==> config.mk <==
export PLATFORM = sky130hd
export DESIGN_NAME = dual_interval_timer
export DESIGN_NICKNAME = d
export VERILOG_FILES = /design/src/rtl/dit_pkg.sv /design/src/rtl/dit_regfile.sv /design/src/rtl/dit_countdown.sv /design/src/rtl/dual_interval_timer.sv
export SDC_FILE = /design/constraint.sdc
export NUM_CORES = 1
export LEC_CHECK = 0
export ABC_AREA = 1
export BUFFER_PORTS_ARGS = -buffer_cell sky130_fd_sc_hd__buf_2
export CAP_MARGIN = 10
export CORE_MARGIN = 5
export CORE_UTILIZATION = 25
export CTS_CLUSTER_DIAMETER = 150
export CTS_CLUSTER_SIZE = 24
export DETAILED_ROUTE_END_ITERATION = 7
export GPL_ROUTABILITY_DRIVEN = 0
export PLACE_DENSITY = 0.39
export SYNTH_ARGS = -nofsm -noshare
export SYNTH_HDL_FRONTEND = slang
export SYNTH_SLANG_ARGS = --single-unit
==> constraint.sdc <==
create_clock -name clk_i -period 2.1 [get_ports clk_i]
set_input_delay 0.315 -clock clk_i [delete_from_list [all_inputs] [get_ports clk_i]]
set_output_delay 0.315 -clock clk_i [all_outputs]
set_load 0.03 [all_outputs]
==> src/rtl/dit_pkg.sv <==
package dit_pkg;
  localparam int unsigned NUM_TIMERS = 2;
  localparam int unsigned CNT_W      = 16;
endpackage

==> src/rtl/dit_regfile.sv <==
module dit_regfile #(
  parameter int unsigned T  = dit_pkg::NUM_TIMERS,
  parameter int unsigned CW = dit_pkg::CNT_W,
  parameter int unsigned AW = $clog2(T) + 2
) (
  input  logic                  clk_i,
  input  logic                  rst_ni,
  input  logic                  wr_en_i,
  input  logic [AW-1:0]         addr_i,
  input  logic [CW-1:0]         wr_data_i,
  output logic [T-1:0]          load_o,
  output logic [T-1:0][CW-1:0]  nxt_pre_o,
  output logic [T-1:0][CW-1:0]  nxt_div_o,
  output logic [T-1:0][CW-1:0]  cur_pre_o,
  output logic [T-1:0][CW-1:0]  cur_div_o
);
  localparam int unsigned IW = $clog2(T);

  logic          wr_hit;
  logic [IW-1:0] sel;

  // upper address bit selects the read-only block
  assign wr_hit = wr_en_i && !addr_i[AW-1];
  assign sel    = addr_i[IW:1];

  for (genvar t = 0; t < T; t++) begin : g_tmr
    logic [CW-1:0] pre_q, div_q;

    assign load_o[t]    = wr_hit && (sel == IW'(t));
    assign nxt_pre_o[t] = (load_o[t] && !addr_i[0]) ? wr_data_i : pre_q;
    assign nxt_div_o[t] = (load_o[t] &&  addr_i[0]) ? wr_data_i : div_q;
    assign cur_pre_o[t] = pre_q;
    assign cur_div_o[t] = div_q;

    always_ff @(posedge clk_i or negedge rst_ni) begin
      if (!rst_ni) begin
        pre_q <= '1;
        div_q <= '1;
      end else if (load_o[t]) begin
        pre_q <= nxt_pre_o[t];
        div_q <= nxt_div_o[t];
      end
    end
  end

  // writes into the read-only block leave every register untouched
  a_r7_ro_write_ignored: assert property (@(posedge clk_i) disable iff (!rst_ni)
    (wr_en_i && addr_i[AW-1]) |=> ($stable(cur_pre_o) && $stable(cur_div_o)));
endmodule

==> src/rtl/dit_countdown.sv <==
module dit_countdown #(
  parameter int unsigned CW = dit_pkg::CNT_W
) (
  input  logic          clk_i,
  input  logic          rst_ni,
  input  logic          load_i,
  input  logic [CW-1:0] ld_pre_i,
  input  logic [CW-1:0] ld_div_i,
  input  logic [CW-1:0] rl_pre_i,
  input  logic [CW-1:0] rl_div_i,
  output logic [CW-1:0] pre_cnt_o,
  output logic [CW-1:0] div_cnt_o,
  output logic          tick_o
);
  logic [CW-1:0] pre_q, div_q;
  logic          run_q, tick_q;
  logic          pre_zero, div_zero;

  assign pre_zero = (pre_q == '0);
  assign div_zero = (div_q == '0);

  always_ff @(posedge clk_i or negedge rst_ni) begin
    if (!rst_ni) begin
      pre_q  <= '0;
      div_q  <= '0;
      run_q  <= 1'b0;
      tick_q <= 1'b0;
    end else if (load_i) begin
      pre_q  <= ld_pre_i;
      div_q  <= ld_div_i;
      run_q  <= |{ld_pre_i, ld_div_i};
      tick_q <= 1'b0;
    end else if (run_q) begin
      tick_q <= pre_zero && div_zero;
      if (pre_zero) begin
        pre_q <= rl_pre_i;
        div_q <= div_zero ? rl_div_i : div_q - 1'b1;
      end else begin
        pre_q <= pre_q - 1'b1;
      end
    end else begin
      tick_q <= 1'b0;
    end
  end

  assign pre_cnt_o = pre_q;
  assign div_cnt_o = div_q;
  assign tick_o    = tick_q;

  // minimum period is two cycles, so a tick never lasts two cycles
  a_r2_single_tick: assert property (@(posedge clk_i) disable iff (!rst_ni)
    tick_q |=> !tick_q);
  // a tick coincides with both stages reloaded from the registers
  a_r2_tick_reload: assert property (@(posedge clk_i) disable iff (!rst_ni)
    tick_q |-> (pre_q == rl_pre_i && div_q == rl_div_i));
  // a write loads the counters with the written pair
  a_r3_load: assert property (@(posedge clk_i) disable iff (!rst_ni)
    load_i |=> (pre_q == $past(ld_pre_i) && div_q == $past(ld_div_i)));
  // an idle timer keeps its state frozen and never ticks
  a_r5_halt: assert property (@(posedge clk_i) disable iff (!rst_ni)
    (!run_q && !load_i) |=> ($stable(pre_q) && $stable(div_q) && !tick_q));
  // counters never exceed the programmed reload values
  a_r8_bounds: assert property (@(posedge clk_i) disable iff (!rst_ni)
    run_q |-> (pre_q <= rl_pre_i && div_q <= rl_div_i));
endmodule

==> src/rtl/dual_interval_timer.sv <==
module dual_interval_timer #(
  parameter  int unsigned T  = dit_pkg::NUM_TIMERS,
  parameter  int unsigned CW = dit_pkg::CNT_W,
  localparam int unsigned AW = $clog2(T) + 2
) (
  input  logic          clk_i,
  input  logic          rst_ni,
  input  logic          wr_en_i,
  input  logic [AW-1:0] addr_i,
  input  logic [CW-1:0] wr_data_i,
  output logic [CW-1:0] rd_data_o,
  output logic [T-1:0]  tick_o
);
  localparam int unsigned IW = $clog2(T);

  logic [T-1:0]         load;
  logic [T-1:0][CW-1:0] nxt_pre, nxt_div, cur_pre, cur_div;
  logic [T-1:0][CW-1:0] pre_cnt, div_cnt;
  logic [IW-1:0]        sel;

  dit_regfile #(.T(T), .CW(CW), .AW(AW)) regs_i (
    .clk_i     (clk_i),
    .rst_ni    (rst_ni),
    .wr_en_i   (wr_en_i),
    .addr_i    (addr_i),
    .wr_data_i (wr_data_i),
    .load_o    (load),
    .nxt_pre_o (nxt_pre),
    .nxt_div_o (nxt_div),
    .cur_pre_o (cur_pre),
    .cur_div_o (cur_div)
  );

  for (genvar t = 0; t < T; t++) begin : g_cd
    dit_countdown #(.CW(CW)) cd_i (
      .clk_i     (clk_i),
      .rst_ni    (rst_ni),
      .load_i    (load[t]),
      .ld_pre_i  (nxt_pre[t]),
      .ld_div_i  (nxt_div[t]),
      .rl_pre_i  (cur_pre[t]),
      .rl_div_i  (cur_div[t]),
      .pre_cnt_o (pre_cnt[t]),
      .div_cnt_o (div_cnt[t]),
      .tick_o    (tick_o[t])
    );
  end

  assign sel = addr_i[IW:1];

  always_comb begin
    rd_data_o = '0;
    if (addr_i[AW-1]) rd_data_o = addr_i[0] ? div_cnt[sel] : pre_cnt[sel];
  end
endmodule

==> reports/results.tsv <==
stage	metric	value	unit
sta	setup_viol	0	
route	vias_per_cell	4.75	
job	maxCapViolCount	0	
sta	finalCriticalPeriod	2.05	ns
worst_setup_path	r2r-start	g_cd[1].cd_i.div_cnt_o[11]$_DFFE_PN0P_	
sta	rsz0062_at_grt	yes	
synth	synth-edff-count	0	
sta	setup_tns	0	ns
grt	grtUsageTotal	0.188	
final_layout	final_layout_size_suffix_gt1_frac	0.215	
place	port_buffers	39	
sta	fmax	488	MHz
sta	slew_viol_final	0	
run_status	outcome	finished, final reports clean	
die	placementRows	69	
synth	syn_area_per_cell	6.93	µm²
sta	tightestPinTransition	0.746	ns
power_and_ir_drop	ir_worst_vdd	0.357	mV
grt	grt-ovfl-total	0	
final_layout	stdcell_count	1874	
grt	first_global_vias	8864	
die	ioPinCount	40	
worst_setup_path	worstPathArrival	1.73	ns
sta	maxSlewHeadroom	0.502	
synth	synthArstFlopShare	1.00	
clock_network	h-tree-depth	4	
worst_setup_path	cp_max_fo	4	
place	dp.cells	1837	
route	vias	8895	
route	drt-initial-drc-count	659	
synth	yosys.cell_types.count	42	
clock_network	cts_tree	yes	
synth	ys_seq_area_frac	0.381	
grt	antenna_found_initial	0	
sta	period_share	0.975	
synth	syn_nets	1311	
worst_setup_path	end_kind	output port	
final_layout	fillers	3839	
worst_setup_path	crit_type	flip-flop to output port	
clock_network	clkLatencyLatePin	0.43	ns
clock_network	numCtsBuffers	17	
place	dp_hpwl	28500	µm
route	wl	36700	µm
synth	syn_area	8880	µm²
synth	synth_cells	1281	
clock_network	clk_path_buf_depth	2	
clock_network	cts_root_buf	clkbuf_16	
hold_path	hold_class	input port to flip-flop	
final_layout	utilization	0.313	
die	fp.dieArea	39400	µm²
synth	synthFlopType	dfrtp_1	
worst_setup_path	startpoint	g_cd[1].cd_i.pre_cnt_o[10]$_DFFE_PN0P_	
route	firstDrtPassIters	7	
final_layout	areaGrowthSynthToFinish	24.4	%
sta	worst_clock_skew	0.00735	ns
final_layout	layout.area.seq	3390	µm²
synth	ys_seq_elements	132	
clock_network	clk_pin_slew	0.06	ns
final_layout	nets	1430	
die	fp.coreArea	35300	µm²
worst_setup_path	crit_required	1.78	ns
synth	yosys_warnings	0	
final_layout	multiInputGateArea	4350	µm²
power_and_ir_drop	p_per_area	1030	nW/µm²
die	die_height	199	µm
route	remaining_drc_errors	0	
final_layout	insertedDiodeCount	0	
sta	hold_viol	0	
grt	grt_max_degree	53	
power_and_ir_drop	power.leakage	5.49	nW
clock_network	clock-sinks	132	
grt	grt_pass1_wl	55800	µm
die	die_width	199	µm
route	wl_per_cell	19.6	µm
hold_path	hold_path.startpoint	wr_data_i[8]	
worst_setup_path	cp-start-kind	flip-flop	
route	detail-route-antenna-nets	0	
die	initial_utilization	0.252	
## critical path, stage by stage (launching register included)
cell,delay [ns]
dfrtp_1,0.39
inv_1,0.17
a21oi_1,0.20
o21ai_0,0.14
a21oi_2,0.20
buf_4,0.19
## cell usage after synthesis, types with 7 or more instances
master,n,area (µm²)
a21oi_1,64,320
buf_2,17,85.1
buf_4,13,97.6
buf_6,7,78.8
clkbuf_1,15,56.3
dfrtp_1,68,1700
dfstp_2,64,1680
ha_1,8,100
inv_1,229,860
inv_2,8,30.0
nand2_1,302,1130
nand3_1,91,455
nand4_1,39,244
nor2_1,90,338
nor3_1,12,60.1
o211ai_1,29,218
o21ai_0,100,500
o21ai_1,11,55.1
o21bai_1,17,128
o221ai_1,12,105
o22ai_1,23,144
xor2_1,22,193
## repair_timing
action / CTS / global route
hold buffers: 1 / 0
setup buffers: 1 / 3
hold endpoints to repair: 21 / 0
pin swaps: 2 / 10
resized for setup: 15 / 27
endpoints found under the setup margin: 10 / 18
## placed cells by master, fill, tap and decap left out, types with 6 or more instances in the layout
master,synthesis,routed
nor2_1,90,89
buf_12,0,11
a21oi_2,0,13
nor3_1,12,12
clkbuf_16,0,17
o21ai_0,100,99
o21bai_1,17,17
dfstp_2,64,64
a21oi_1,64,49
ha_1,8,8
nand3_1,91,91
inv_1,229,224
o22ai_1,23,23
nand2_1,302,301
nand2_2,5,6
nand4_1,39,39
o211ai_1,29,29
xor2_1,22,22
dfrtp_1,68,66
o21ai_1,11,12
buf_4,13,116
o221ai_1,12,12
inv_2,8,13
buf_2,17,26
## where the power goes
part / internal [mW] / switching, mW
Clock: 1.77 / 1.25
Combinational: 1.60 / 2.78
Sequential: 3.36 / 0.588
Total: 6.73 / 4.62
## layer usage
metal  vias up  GRT usage  wire length [µm]  part of all wire
li1       4397          -                 -                 -
met1      4242      0.268             18000              0.49
met2       220      0.302             16600              0.45
met3        36     0.0239              1440             0.039
met4         0     0.0464               631             0.017
met5         -          0                 0                 0
## logic make-up (layout without fill, tap and decap cells)
| family | after synthesis | in the layout | share of synthesized area |
|---|---|---|---|
| xor+xnor | 25 | 25 | 0.0246 |
| simple gates | 555 | 555 | 0.271 |
| flops | 132 | 132 | 0.381 |
| compound gates | 265 | 265 | 0.174 |
| buf+inv | 296 | 428 | 0.139 |
| fa+ha+maj | 8 | 8 | 0.0113 |
## flip-flops by register name, summed over array words and instances, names as in the netlist
| name | count |
|---|---|
| g_cd.cd_i.run_q | 2 |
| g_cd.cd_i.div_cnt_o | 32 |
| regs_i.g_tmr.div_q | 32 |
| regs_i.g_tmr.pre_q | 32 |
| g_cd.cd_i.tick_o | 2 |
| g_cd.cd_i.pre_cnt_o | 32 |
## cell type report
cell class	instances	share of cell area
inverter	239	0.0814
timing repair buffer	157	0.114
sequential	132	0.306
multi-input combinational	853	0.393
clock inverter	13	0.0121
tap	461	0.0522
clock buffer	19	0.0401
## per-stage QoR
| step | instance area, µm² | total power, mW | hold WS [ns] | setup WS (ns) |
|---|---|---|---|---|
| CTS | 11000 | 11.3 | 0.161 | -0.000126 |
| finish | 11000 | 11.3 | 0.170 | 0.0517 |
| global placement | 10300 | 8.26 | 0.303 | 0.0653 |
| floorplan | 8880 | 6.42 | 0.0194 | 0.0865 |
| detailed placement | 10300 | 8.23 | 0.300 | 0.0363 |
| global route | 11000 | 12.1 | 0.178 | -0.0219 |
## worst paths after layout
path                       cells after the start                                      to  slack, ns
min in group asynchronous                      2   g_cd[1].cd_i.div_cnt_o[9]$_DFFE_PN0P_       0.40
min                                            3    regs_i.g_tmr[1].div_q[8]$_DFFE_PN1N_       0.17
max reg2reg                                    8   g_cd[1].cd_i.div_cnt_o[2]$_DFFE_PN0P_       0.18
max in group asynchronous                      3    regs_i.g_tmr[0].div_q[2]$_DFFE_PN1N_       1.03
min reg2reg                                    2  g_cd[0].cd_i.div_cnt_o[15]$_DFFE_PN0P_       0.49
max                                            5                           rd_data_o[10]       0.05
No activity file was read; power rests on OpenSTA's default activity.
